$ cat src/rtl/bfg_pkg.sv
package bfg_pkg;

    localparam logic [7:0] OP_WR_STOP   = 8'h4B;
    localparam logic [7:0] OP_WR_NOSTOP = 8'h5A;
    localparam logic [7:0] OP_RD_STOP   = 8'h87;
    localparam logic [7:0] OP_WRRD_STOP = 8'h2D;
    localparam logic [7:0] OP_SPEED     = 8'hD2;

    typedef enum logic [2:0] {
        KIND_WR_STOP   = 3'd0,
        KIND_WR_NOSTOP = 3'd1,
        KIND_RD        = 3'd2,
        KIND_WRRD      = 3'd3,
        KIND_SPEED     = 3'd4
    } kind_e;

    typedef enum logic [3:0] {
        PH_IDLE,
        PH_CMD,
        PH_ADDR,
        PH_WLEN,
        PH_PAY,
        PH_RLEN,
        PH_CRC_LO,
        PH_CRC_HI,
        PH_SPEED
    } phase_e;

    // One byte through a reflected CRC, least significant bit first.
    function automatic logic [15:0] crc_step(input logic [15:0] crc_in,
                                             input logic [7:0]  byte_in,
                                             input logic [15:0] poly);
        logic [15:0] r;
        r = crc_in ^ {8'h00, byte_in};
        for (int i = 0; i < 8; i++) begin
            r = r[0] ? ((r >> 1) ^ poly) : (r >> 1);
        end
        return r;
    endfunction

endpackage

$ cat src/rtl/bfg_crc16.sv
module bfg_crc16 #(
    parameter int          CRC_W = 16,
    parameter logic [15:0] POLY  = 16'hA001
) (
    input  logic             clk,
    input  logic             rst_n,
    input  logic             clear,
    input  logic             update,
    input  logic [7:0]       data,
    output logic [CRC_W-1:0] crc
);
    import bfg_pkg::*;

    logic [CRC_W-1:0] crc_d, crc_q;

    always_comb begin
        crc_d = crc_q;
        if (clear) begin
            crc_d = '0;
        end else if (update) begin
            crc_d = crc_step(crc_q, data, POLY);
        end
    end

    always_ff @(posedge clk or negedge rst_n) begin
        if (!rst_n) crc_q <= '0;
        else        crc_q <= crc_d;
    end

    assign crc = crc_q;
endmodule

$ cat src/rtl/bfg_req_check.sv
module bfg_req_check #(
    parameter int LEN_W   = 9,
    parameter int MAX_LEN = 255,
    parameter int RATE_W  = 10
) (
    input  logic [2:0]        kind,
    input  logic [LEN_W-1:0]  wlen,
    input  logic [LEN_W-1:0]  rlen,
    input  logic [RATE_W-1:0] rate_khz,
    output logic              ok,
    output logic [1:0]        speed_code
);
    import bfg_pkg::*;

    logic wlen_ok, rlen_ok, rate_ok;

    always_comb begin
        wlen_ok = (wlen != '0) && (wlen <= LEN_W'(MAX_LEN));
        rlen_ok = (rlen != '0) && (rlen <= LEN_W'(MAX_LEN));

        rate_ok    = 1'b1;
        speed_code = 2'd0;
        case (rate_khz)
            RATE_W'(100): speed_code = 2'd0;
            RATE_W'(400): speed_code = 2'd1;
            RATE_W'(900): speed_code = 2'd2;
            default:      rate_ok    = 1'b0;
        endcase

        case (kind_e'(kind))
            KIND_WR_STOP,
            KIND_WR_NOSTOP: ok = wlen_ok;
            KIND_RD:        ok = rlen_ok;
            KIND_WRRD:      ok = wlen_ok && rlen_ok;
            KIND_SPEED:     ok = rate_ok;
            default:        ok = 1'b0;
        endcase
    end
endmodule

$ cat src/rtl/bridge_frame_gen.sv
module bridge_frame_gen #(
    parameter int          LEN_W   = 9,
    parameter int          MAX_LEN = 255,
    parameter int          RATE_W  = 10,
    parameter logic [15:0] POLY    = 16'hA001
) (
    input  logic              clk,
    input  logic              rst_n,
    input  logic              req_valid,
    output logic              req_ready,
    input  logic [2:0]        req_kind,
    input  logic [6:0]        req_addr,
    input  logic [LEN_W-1:0]  req_wlen,
    input  logic [LEN_W-1:0]  req_rlen,
    input  logic [RATE_W-1:0] req_rate_khz,
    input  logic              pl_valid,
    output logic              pl_ready,
    input  logic [7:0]        pl_data,
    output logic              out_valid,
    input  logic              out_ready,
    output logic [7:0]        out_data,
    output logic              done,
    output logic              err
);
    import bfg_pkg::*;

    localparam int CNT_W = $clog2(MAX_LEN + 1);
    localparam int CRC_W = 16;

    typedef struct packed {
        phase_e           phase;
        kind_e            kind;
        logic [6:0]       addr;
        logic [CNT_W-1:0] wlen;
        logic [CNT_W-1:0] rlen;
        logic [1:0]       speed;
        logic [CNT_W-1:0] cnt;
        logic             done;
        logic             err;
    } frm_state_t;

    frm_state_t s_d, s_q;

    logic             req_ok;
    logic [1:0]       req_speed;
    logic             beat;
    logic             crc_clear;
    logic             crc_update;
    logic [CRC_W-1:0] crc;

    bfg_req_check #(
        .LEN_W   (LEN_W),
        .MAX_LEN (MAX_LEN),
        .RATE_W  (RATE_W)
    ) u_check (
        .kind       (req_kind),
        .wlen       (req_wlen),
        .rlen       (req_rlen),
        .rate_khz   (req_rate_khz),
        .ok         (req_ok),
        .speed_code (req_speed)
    );

    // Output side of the handshake and byte selection.
    always_comb begin
        req_ready = (s_q.phase == PH_IDLE);
        out_valid = (s_q.phase != PH_IDLE) && ((s_q.phase != PH_PAY) || pl_valid);
        pl_ready  = (s_q.phase == PH_PAY) && out_ready;
        beat      = out_valid && out_ready;

        case (s_q.phase)
            PH_CMD: begin
                case (s_q.kind)
                    KIND_WR_STOP:   out_data = OP_WR_STOP;
                    KIND_WR_NOSTOP: out_data = OP_WR_NOSTOP;
                    KIND_RD:        out_data = OP_RD_STOP;
                    KIND_WRRD:      out_data = OP_WRRD_STOP;
                    default:        out_data = OP_SPEED;
                endcase
            end
            PH_ADDR:   out_data = {s_q.addr, (s_q.kind == KIND_RD)};
            PH_WLEN:   out_data = 8'(s_q.wlen);
            PH_PAY:    out_data = pl_data;
            PH_RLEN:   out_data = 8'(s_q.rlen);
            PH_CRC_LO: out_data = ~crc[7:0];
            PH_CRC_HI: out_data = ~crc[15:8];
            PH_SPEED:  out_data = {6'd0, s_q.speed};
            default:   out_data = 8'h00;
        endcase

        crc_clear  = (s_q.phase == PH_IDLE) && req_valid && req_ok;
        crc_update = beat && (s_q.phase inside {PH_CMD, PH_ADDR, PH_WLEN, PH_PAY, PH_RLEN});
    end

    bfg_crc16 #(
        .CRC_W (CRC_W),
        .POLY  (POLY)
    ) u_crc (
        .clk    (clk),
        .rst_n  (rst_n),
        .clear  (crc_clear),
        .update (crc_update),
        .data   (out_data),
        .crc    (crc)
    );

    // Next-state computation.
    always_comb begin
        s_d      = s_q;
        s_d.done = 1'b0;
        s_d.err  = 1'b0;

        case (s_q.phase)
            PH_IDLE: begin
                if (req_valid) begin
                    if (req_ok) begin
                        s_d.phase = PH_CMD;
                        s_d.kind  = kind_e'(req_kind);
                        s_d.addr  = req_addr;
                        s_d.wlen  = CNT_W'(req_wlen);
                        s_d.rlen  = CNT_W'(req_rlen);
                        s_d.speed = req_speed;
                        s_d.cnt   = '0;
                    end else begin
                        s_d.err = 1'b1;
                    end
                end
            end
            PH_CMD: begin
                if (beat) s_d.phase = (s_q.kind == KIND_SPEED) ? PH_SPEED : PH_ADDR;
            end
            PH_SPEED: begin
                if (beat) begin
                    s_d.phase = PH_IDLE;
                    s_d.done  = 1'b1;
                end
            end
            PH_ADDR: begin
                if (beat) s_d.phase = (s_q.kind == KIND_RD) ? PH_RLEN : PH_WLEN;
            end
            PH_WLEN: begin
                if (beat) begin
                    s_d.phase = PH_PAY;
                    s_d.cnt   = '0;
                end
            end
            PH_PAY: begin
                if (beat) begin
                    if (s_q.cnt == s_q.wlen - CNT_W'(1)) begin
                        s_d.phase = (s_q.kind == KIND_WRRD) ? PH_RLEN : PH_CRC_LO;
                    end else begin
                        s_d.cnt = s_q.cnt + CNT_W'(1);
                    end
                end
            end
            PH_RLEN: begin
                if (beat) s_d.phase = PH_CRC_LO;
            end
            PH_CRC_LO: begin
                if (beat) s_d.phase = PH_CRC_HI;
            end
            PH_CRC_HI: begin
                if (beat) begin
                    s_d.phase = PH_IDLE;
                    s_d.done  = 1'b1;
                end
            end
            default: s_d.phase = PH_IDLE;
        endcase
    end

    always_ff @(posedge clk or negedge rst_n) begin
        if (!rst_n) begin
            s_q       <= '0;
            s_q.phase <= PH_IDLE;
            s_q.kind  <= KIND_WR_STOP;
        end else begin
            s_q <= s_d;
        end
    end

    assign done = s_q.done;
    assign err  = s_q.err;

endmodule

$ cat config.mk
export PLATFORM = sky130hd
export DESIGN_NAME = bridge_frame_gen
export DESIGN_NICKNAME = d
export VERILOG_FILES = /design/src/rtl/bfg_pkg.sv /design/src/rtl/bfg_crc16.sv /design/src/rtl/bfg_req_check.sv /design/src/rtl/bridge_frame_gen.sv
export SDC_FILE = /design/constraint.sdc
export NUM_CORES = 1
export LEC_CHECK = 0
export ABC_AREA = 0
export BUFFER_PORTS_ARGS = -buffer_cell sky130_fd_sc_hd__buf_4
export CAP_MARGIN = 0
export CORE_ASPECT_RATIO = 1.75
export CORE_MARGIN = 3
export CORE_UTILIZATION = 50
export CTS_BUF_LIST = sky130_fd_sc_hd__clkbuf_4 sky130_fd_sc_hd__clkbuf_8
export DETAILED_ROUTE_END_ITERATION = 16
export GPL_ROUTABILITY_DRIVEN = 0
export PLACE_DENSITY = 0.72
export SYNTH_ARGS = -nofsm -noshare
export SYNTH_HDL_FRONTEND = slang
export SYNTH_SLANG_ARGS = --single-unit
$ cat constraint.sdc
create_clock -name clk -period 4.95 [get_ports clk]
set_input_delay 0.495 -clock clk [delete_from_list [all_inputs] [get_ports clk]]
set_output_delay 0.495 -clock clk [all_outputs]
set_load 0.05 [all_outputs]
==> flow_summary.json, run 1 <==
{
  "outcome": "completed",
  "ir_drop_uv": 1060,
  "fin_crit_sh": 0.707,
  "final_hold_viol_count": 0,
  "utilization": 0.623,
  "grt_max_degree": 59,
  "insertion_delay_ps": 340,
  "dieHeight_um": 122,
  "rows": 41,
  "crit_type": "reg -> reg",
  "hpwl_mm": 7.78,
  "wl_mm": 10.0,
  "tritoncts": "yes",
  "synth-compound-area-share": 0.161,
  "end_kind": "register",
  "slew_headroom": 0.356,
  "finalMaxSlewViolations": 0,
  "netlist_area_um2": 3870,
  "clk_pin_slew_worst_paths_ps": 60,
  "cts-root-buf": "clkbuf_8",
  "fin_nets": 516,
  "syn_avg_cell_area_um2": 9.49,
  "intPower_mw": 2.11,
  "via_per_inst": 5.95,
  "tritoncts.num_buffers": 9,
  "dieWidth_um": 72.5,
  "place_area_um2": 4360,
  "yosys_warnings": 0,
  "syn_inst": 408,
  "synth_flop_cell": "dfrtp_1",
  "leakage_nw": 2.08,
  "drive_above_1_share": 0.267,
  "comb_power_share": 0.613,
  "core_area_um2": 7390,
  "dieArea_um2": 8880,
  "stdcell_area_um2": 4600,
  "vias": 3296,
  "power_switching_mw": 1.68,
  "synth.most_common_cell": "dfrtp_1",
  "pin_count": 64,
  "synth_edf_count": 0,
  "power_mw": 3.79,
  "nFillCells": 652,
  "post_cts_buffers": 0,
  "synth.area.mux_share": 0.113,
  "ys_top_cells_by_count": "dfrtp_1 (58), nand2_1 (43), mux2_2 (28), o21ai_0 (23), nand3_1 (22)",
  "synth_top_family_by_area": "simple AND/OR/NAND/NOR gates",
  "setup_viol": 0,
  "synth-adder-area-share": 0.00646,
  "cts_hold_buf": 0,
  "async_flop_share": 1.00,
  "yosys-top-cells-area": "dfrtp_1 (37%), mux2_2 (8.1%), nand2_1 (4.2%)",
  "drc_errors": 0,
  "cts_htree_levels": 3,
  "final.setup.tns_ps": 0,
  "power.density_nw_per_um2": 825,
  "clkPwrFrac": 0.134,
  "cts_sinks": 58,
  "synth_top_cell_area_share": 0.375,
  "ys_seq_area_frac": 0.375,
  "tightest_slew_ps": 966,
  "cp.required_ps": 5180,
  "rsz0062_at_grt": "no",
  "antenna_cells": 0,
  "post_cts_resized": 0,
  "grt_use_total": 0.236,
  "synth_top_area_cell": "dfrtp_1",
  "synthSimpleGateAreaFrac": 0.212,
  "io_buffers": 63,
  "antenna_found_initial": 0,
  "initial_core_util": 0.524,
  "syn-num-nets": 461,
  "grt_pass1_wl_mm": 15.9,
  "post_drt_wl_per_cell_um": 18.1,
  "skew_ps": 9.52,
  "switching_share": 0.443,
  "cp-start-kind": "register",
  "ys_types": 69,
  "syn2layout_area_growth_pct": 18.8,
  "overflow": 0,
  "seqPwrFrac": 0.253,
  "grt_pass1_vias": 3184,
  "fmaxAchievable_mhz": 286,
  "drt.antenna.violating_nets": 0,
  "worstPathMaxFanout": 34,
  "drv_cap": 0,
  "worstPathArrival_ps": 3730,
  "clockBufferDepth": 2,
  "drtIter0Drc": 166,
  "synth_xor_area_frac": 0.0921,
  "post-route-min-period_ps": 3500,
  "firstDrtPassIters": 5,
  "ys_ff_latch": 58,
  "holdCritPathClass": "in -> async"
}
## flip-flops by register name, indices dropped and copies added (netlist names)
| signal | cells |
|---|---|
| u_crc.crc | 16 |
| done | 1 |
| err | 1 |
| s_q | 40 |
## cell families (layout without fill, tap and decap cells)
kind of cell	after synthesis	in the layout
fa+ha+maj	2	2
xor+xnor	31	31
simple gates	154	154
mux	40	40
compound gates	90	90
flops	58	58
buf+inv	33	93
## layout by cell type, fill, tap and decap left out, drive strengths merged, types with 7 or more instances in the layout
| cell type | instances |
|---|---|
| nor3 | 11 |
| nor2b | 19 |
| mux2i | 11 |
| mux2 | 29 |
| xnor2 | 14 |
| buf | 66 |
| nand2b | 9 |
| nor2 | 15 |
| dfrtp | 58 |
| and3 | 7 |
| a21oi | 17 |
| o21ai | 30 |
| nand2 | 43 |
| inv | 11 |
| xor2 | 13 |
| clkbuf | 12 |
| nand3 | 22 |
## power by group through the flow
stage	Sequential, mW	Clock [mW]	Combinational [mW]
6_report	0.960	0.509	2.33
5_1_grt	0.993	0.535	2.52
4_1_cts	0.956	0.519	2.33
2_1_floorplan	0.815	0	1.97
3_5_place_dp	0.966	0	2.32
3_3_place_gp	0.957	0	2.29
## through the flow
step | instances | hold slack [ps] | setup WS, ps
floorplan | 408 | 199 | 1500
global placement | 538 | 480 | 1640
detailed placement | 538 | 494 | 1530
CTS | 554 | 237 | 1520
global route | 554 | 271 | 1200
finish | 554 | 213 | 1450
## final timing paths
kind / from / endpoint / slack [ps] / cells past startpoint
worst min register to register: u_crc.crc[10]$_DFFE_PN0P_ / u_crc.crc[2]$_DFFE_PN0P_ / 500 / 2
worst max register to register: s_q[40]$_DFFE_PN0P_ / u_crc.crc[0]$_DFFE_PN0P_ / 1450 / 7
worst max-delay path: s_q[40]$_DFFE_PN0P_ / u_crc.crc[0]$_DFFE_PN0P_ / 1450 / 7
min in group clk: req_addr[0] / s_q[28]$_DFFE_PN0P_ / 390 / 2
worst min-delay path: rst_n / done$_DFF_PN0_ / 210 / 1
max in group asynchronous: rst_n / u_crc.crc[1]$_DFFE_PN0P_ / 4250 / 1
## metal layers
metal | share of wire | track usage | vias up
li1 | - | - | 1589
met1 | 0.37 | 0.257 | 1592
met2 | 0.56 | 0.433 | 89
met3 | 0.036 | 0.0410 | 26
met4 | 0.035 | 0.107 | 0
met5 | 0 | 0 | -
## critical path, cell delays in order, from the launching register on
cell and delay (ps):
dfrtp_1 970, inv_1 300, and3_1 360, a2111oi_4 420, xnor3_1 440, xor2_2 270, xnor3_1 430, a21o_1 190
## cell type report
type                    count  area, um2  area share
multi-input cells         317       2270       0.493
flip-flops and latches     58       1450       0.315
repair buffers             66        495       0.108
clock buffers              12        165      0.0359
well taps                  86        108      0.0234
clock inverters             4       72.6      0.0158
inverters                  11       41.3     0.00897
(Power assumes the default switching activity.)
==> run 2, diff against run 1 <==
- ABC_AREA: 0 -> 1
- PLACE_DENSITY: 0.72 -> 0.75
- clock period: 4.95 -> 3.1 ns (I/O delays scaled with it)
==> flow_summary.json, run 2 <==
{
  "outcome": "completed",
  "rr_worst_depth": 16,
  "cp-start-kind": "register",
  "ys_ff_latch": 58,
  "rows": 41,
  "dieHeight_um": 123,
  "regMostFlops": "s_q",
  "insertion_delay_ps": 360,
  "grt_pass1_wl_mm": 17.8,
  "syn-num-nets": 627,
  "post-route-min-period_ps": 2450,
  "post_cts_buffers": 0,
  "crit_type": "reg -> reg",
  "power_mw": 5.24,
  "clockBufferDepth": 2,
  "synth_top_area_cell": "dfrtp_1",
  "synth_flop_cell": "dfrtp_1",
  "final_cell_mix": "nand2_1 (195), buf_4 (68), inv_1 (66), dfrtp_1 (58), nand3_1 (52)",
  "skew_ps": 10.4,
  "cts_htree_levels": 3,
  "power.density_nw_per_um2": 1120,
  "slowest_stage": "dfrtp_1",
  "fin_crit_sh": 0.792,
  "initial_core_util": 0.526,
  "cts_sinks": 58,
  "post_drt_wl_per_cell_um": 14.8,
  "antenna_found_initial": 0,
  "synth_top_cell_area_share": 0.374,
  "yosys-top-cells-area": "dfrtp_1 (37%), nand2_1 (19%), nand3_1 (6.7%)",
  "critical_path.most_common_cell": "nand2_1",
  "leakage_nw": 2.51,
  "antenna_cells": 0,
  "final_hold_viol_count": 0,
  "overflow": 0,
  "slowest_delay_ps": 490,
  "fin_nets": 696,
  "dieWidth_um": 72.6,
  "drv_cap": 0,
  "finalMaxSlewViolations": 0,
  "synth.most_common_cell": "nand2_1",
  "core_area_um2": 7390,
  "worstPathArrival_ps": 2700,
  "yosys_warnings": 0,
  "path_delay_family": "simple AND/OR/NAND/NOR gates",
  "tightest_slew_ps": 744,
  "firstDrtPassIters": 5,
  "drtIter0Drc": 213,
  "synth_edf_count": 0,
  "utilization": 0.630,
  "cp.required_ps": 3350,
  "drt.antenna.violating_nets": 0,
  "netlist_area_um2": 3880,
  "pre_cts_ws_ps": 473,
  "clk_pin_slew_worst_paths_ps": 70,
  "rsz0062_at_grt": "no",
  "via_per_inst": 5.48,
  "async_flop_share": 1.00,
  "syn_avg_cell_area_um2": 6.77,
  "tritoncts.num_buffers": 9,
  "slew_headroom": 0.504,
  "holdCritPathClass": "in -> async",
  "syn2layout_area_growth_pct": 19.8,
  "setup_viol": 0,
  "nFillCells": 676,
  "drive_above_1_share": 0.188,
  "io_buffers": 63,
  "end_kind": "register",
  "ys_types": 32,
  "vias": 4023,
  "final.setup.tns_ps": 0,
  "wl_mm": 10.9,
  "cts-root-buf": "clkbuf_8",
  "post_cts_resized": 0,
  "dieArea_um2": 8900,
  "path_buf_inv": 0,
  "fmaxAchievable_mhz": 408,
  "drc_errors": 0,
  "worst_slack_ps": 646,
  "largest_reg_flops": 40,
  "cp_num_cells": 16,
  "tritoncts": "yes",
  "grt_max_degree": 59,
  "syn_inst": 574,
  "ir_drop_uv": 426,
  "pin_count": 64,
  "hpwl_mm": 8.55,
  "cts_hold_buf": 0,
  "layout_commonest_cell": "nand2_1",
  "ys_seq_area_frac": 0.374,
  "ys_top_cells_by_count": "nand2_1 (195), inv_1 (66), dfrtp_1 (58), nand3_1 (52), o21ai_0 (43)",
  "crit_chain": "nor2_1 -> nand2_1 -> nor2_1 -> nor2_1 -> nand2_2 -> nand2_1 -> nand2_1 -> nand2_1 -> nand2_1 -> nand2_1 -> nand2_1 -> nand2_1 -> nand3_1 -> nand3_1 -> nand3_1 -> nand2_1",
  "grt_use_total": 0.260,
  "grt_pass1_vias": 3877,
  "worstPathMaxFanout": 8
}
[run 2: cell count changes after synthesis, moves of 13 or more]
cell,delta
nand2_1,+152
inv_1,+55
nand3_1,+30
mux2_2,-28
nor2_1,+20
o21ai_0,+20
nor2b_1,-18
nand2_2,+13
o22ai_1,+13
[run 2: power by group]
| group | switching, mW | total (mW) | leakage, nW | internal [mW] |
|---|---|---|---|---|
| Combinational | 2.21 | 3.24 | 1.66 | 1.03 |
| Sequential | 0.252 | 1.27 | 0.754 | 1.02 |
| Clock | 0.338 | 0.730 | 0.0945 | 0.392 |
[run 2: worst paths after layout]
check                           slack (ps)           startpoint                         to
worst min register to register         500  s_q[19]$_DFFE_PN0P_        s_q[19]$_DFFE_PN0P_
max in group asynchronous             2590                rst_n        s_q[40]$_DFFE_PN0P_
worst min-delay path                    20                rst_n  u_crc.crc[11]$_DFFE_PN0P_
worst max-delay path                   650  s_q[41]$_DFFE_PN0P_   u_crc.crc[0]$_DFFE_PN0P_
min in group clk                       140          req_addr[6]        s_q[34]$_DFFE_PN0P_
worst max register to register         650  s_q[41]$_DFFE_PN0P_   u_crc.crc[0]$_DFFE_PN0P_
[run 2: metrics by stage]
stage	cells	hold slack (ps)	area (um2)
2_1_floorplan	574	14.4	3880
3_3_place_gp	718	423	4450
3_5_place_dp	718	426	4450
4_1_cts	734	53.7	4650
5_1_grt	734	83.4	4650
6_report	734	16.4	4650
[run 2: area by class of cell]
| cell class | instances | area, um2 | share of cell area |
|---|---|---|---|
| inverter | 72 | 270 | 0.0581 |
| timing repair buffer | 68 | 510 | 0.110 |
| clock inverter | 6 | 66.3 | 0.0142 |
| sequential | 58 | 1450 | 0.312 |
| clock buffer | 10 | 138 | 0.0296 |
| tap | 86 | 108 | 0.0231 |
| multi-input combinational | 434 | 2110 | 0.453 |
[run 2: cells by family after synthesis]
family / count (synthesis) / share of synthesized area
AOI/OAI and AO/OA: 71 / 0.101
xor gates and xnor gates: 21 / 0.0474
adders and majority gates: 2 / 0.00644
buffers and inverters: 82 / 0.0828
DFF: 58 / 0.374
and+or+nand+nor: 340 / 0.389
[run 2: layer usage]
metal,vias up,wire (um),track usage
met5,-,0,0
met4,0,531,0.162
met3,37,521,0.0410
met2,147,5740,0.463
met1,1850,4090,0.279
li1,1989,-,-
==> run 3, diff against run 2 <==
- PLACE_DENSITY: 0.75 -> 0.72
- clock period: 3.1 -> 2.6 ns (I/O delays scaled with it)
==> flow_summary.json, run 3 (synthesized netlist as in run 2, its figures left out) <==
{
  "utilization": 0.653,
  "grt_pass1_vias": 3957,
  "insertion_delay_ps": 360,
  "worst_slack_ps": 241,
  "dieWidth_um": 72.6,
  "tightest_slew_ps": 763,
  "regMostFlops": "s_q",
  "drtIter0Drc": 278,
  "clockBufferDepth": 2,
  "setup_viol": 0,
  "slew_headroom": 0.491,
  "post_drt_wl_per_cell_um": 15.1,
  "fin_crit_sh": 0.907,
  "final_cell_mix": "nand2_1 (193), buf_4 (75), inv_1 (66), dfrtp_1 (55), nand3_1 (52)",
  "rsz0062_at_grt": "no",
  "via_per_inst": 5.35,
  "pre_cts_ws_ps": -48.2,
  "syn2layout_area_growth_pct": 24.2,
  "pin_count": 64,
  "clk_pin_slew_worst_paths_ps": 70,
  "drive_above_1_share": 0.213,
  "fin_nets": 706,
  "crit_type": "reg -> reg",
  "cp-start-kind": "register",
  "tritoncts": "yes",
  "final_hold_viol_count": 0,
  "final.setup.tns_ps": 0,
  "grt_use_total": 0.275,
  "cts_htree_levels": 3,
  "core_area_um2": 7390,
  "dieArea_um2": 8900,
  "tritoncts.num_buffers": 9,
  "io_buffers": 63,
  "drc_errors": 0,
  "worstPathArrival_ps": 2610,
  "cts-root-buf": "clkbuf_8",
  "firstDrtPassIters": 5,
  "hpwl_mm": 8.86,
  "drt.antenna.violating_nets": 0,
  "holdCritPathClass": "in -> reg",
  "antenna_cells": 0,
  "outcome": "completed",
  "vias": 3979,
  "fmaxAchievable_mhz": 424,
  "skew_ps": 5.92,
  "finalMaxSlewViolations": 0,
  "leakage_nw": 2.60,
  "worstPathMaxFanout": 8,
  "end_kind": "register",
  "cts_sinks": 58,
  "rows": 41,
  "grt_max_degree": 59,
  "drv_cap": 0,
  "power.density_nw_per_um2": 1350,
  "nFillCells": 702,
  "largest_reg_flops": 40,
  "ir_drop_uv": 540,
  "overflow": 0,
  "grt_pass1_wl_mm": 18.4,
  "post-route-min-period_ps": 2360,
  "layout_commonest_cell": "nand2_1",
  "initial_core_util": 0.526,
  "cp.required_ps": 2850,
  "antenna_found_initial": 0,
  "dieHeight_um": 123,
  "wl_mm": 11.2,
  "hold_slack_ps": 91.4
}
## run 3: timing repair
item                                   4_1_cts  5_1_grt
buffers inserted                             0        5
setup endpoints to repair                    0        2
gates resized for setup                      0        9
hold buffers                                 1        0
endpoints found under the hold margin       56        0
## run 3: where the power goes
group,switching [mW],total (mW),internal [mW]
clock network,0.381,1.04,0.656
logic,2.67,3.97,1.31
registers,0.291,1.51,1.22
total,3.34,6.52,3.18
## run 3: final timing paths
kind,endpoint,from,cells after the start,slack (ps)
max,u_crc.crc[0]$_DFFE_PN0P_,s_q[40]$_DFFE_PN0P_,14,240
min,s_q[30]$_DFFE_PN0P_,req_addr[2],3,90
max reg2reg,u_crc.crc[0]$_DFFE_PN0P_,s_q[40]$_DFFE_PN0P_,14,240
min reg2reg,s_q[33]$_DFFE_PN0P_,s_q[33]$_DFFE_PN0P_,2,490
max in group asynchronous,s_q[38]$_DFFE_PN0P_,rst_n,2,1520
min in group asynchronous,u_crc.crc[12]$_DFFE_PN0P_,rst_n,2,500
## run 3: cell type report
type	count	area, um2	share of cell area
Multi-Input combinational cell	434	2140	0.443
Sequential cell	58	1460	0.302
Timing Repair Buffer	78	613	0.127
Inverter	72	270	0.0560
Clock buffer	11	139	0.0288
Tap cell	86	108	0.0223
Clock inverter	5	103	0.0213
## run 3: per-stage QoR
step	cells	total power [mW]	area, um2
after floorplan	574	4.29	3890
final	744	6.52	4820
after global routing	744	7.06	4820
after CTS	739	6.44	4740
after global placement	722	5.30	4490
after detailed placement	722	5.38	4490
## run 3: worst max-delay path, cell delays in order (launching register included)
cell and delay (ps):
dfrtp_1 430, inv_2 140, nand2_2 150, nor2_4 250, buf_4 160, inv_1 50
nor2_1 80, a21oi_1 60, nand4_1 170, xor2_1 340, inv_1 120, nand3_2 110
nand3_1 70, nand3_1 80, nand2_1 50
## run 3: metal layers
metal | vias up | part of all wire | GRT usage
met5 | - | 0 | 0
met4 | 0 | 0.075 | 0.234
met3 | 61 | 0.048 | 0.0492
met2 | 133 | 0.51 | 0.459
met1 | 1783 | 0.37 | 0.290
li1 | 2002 | - | -
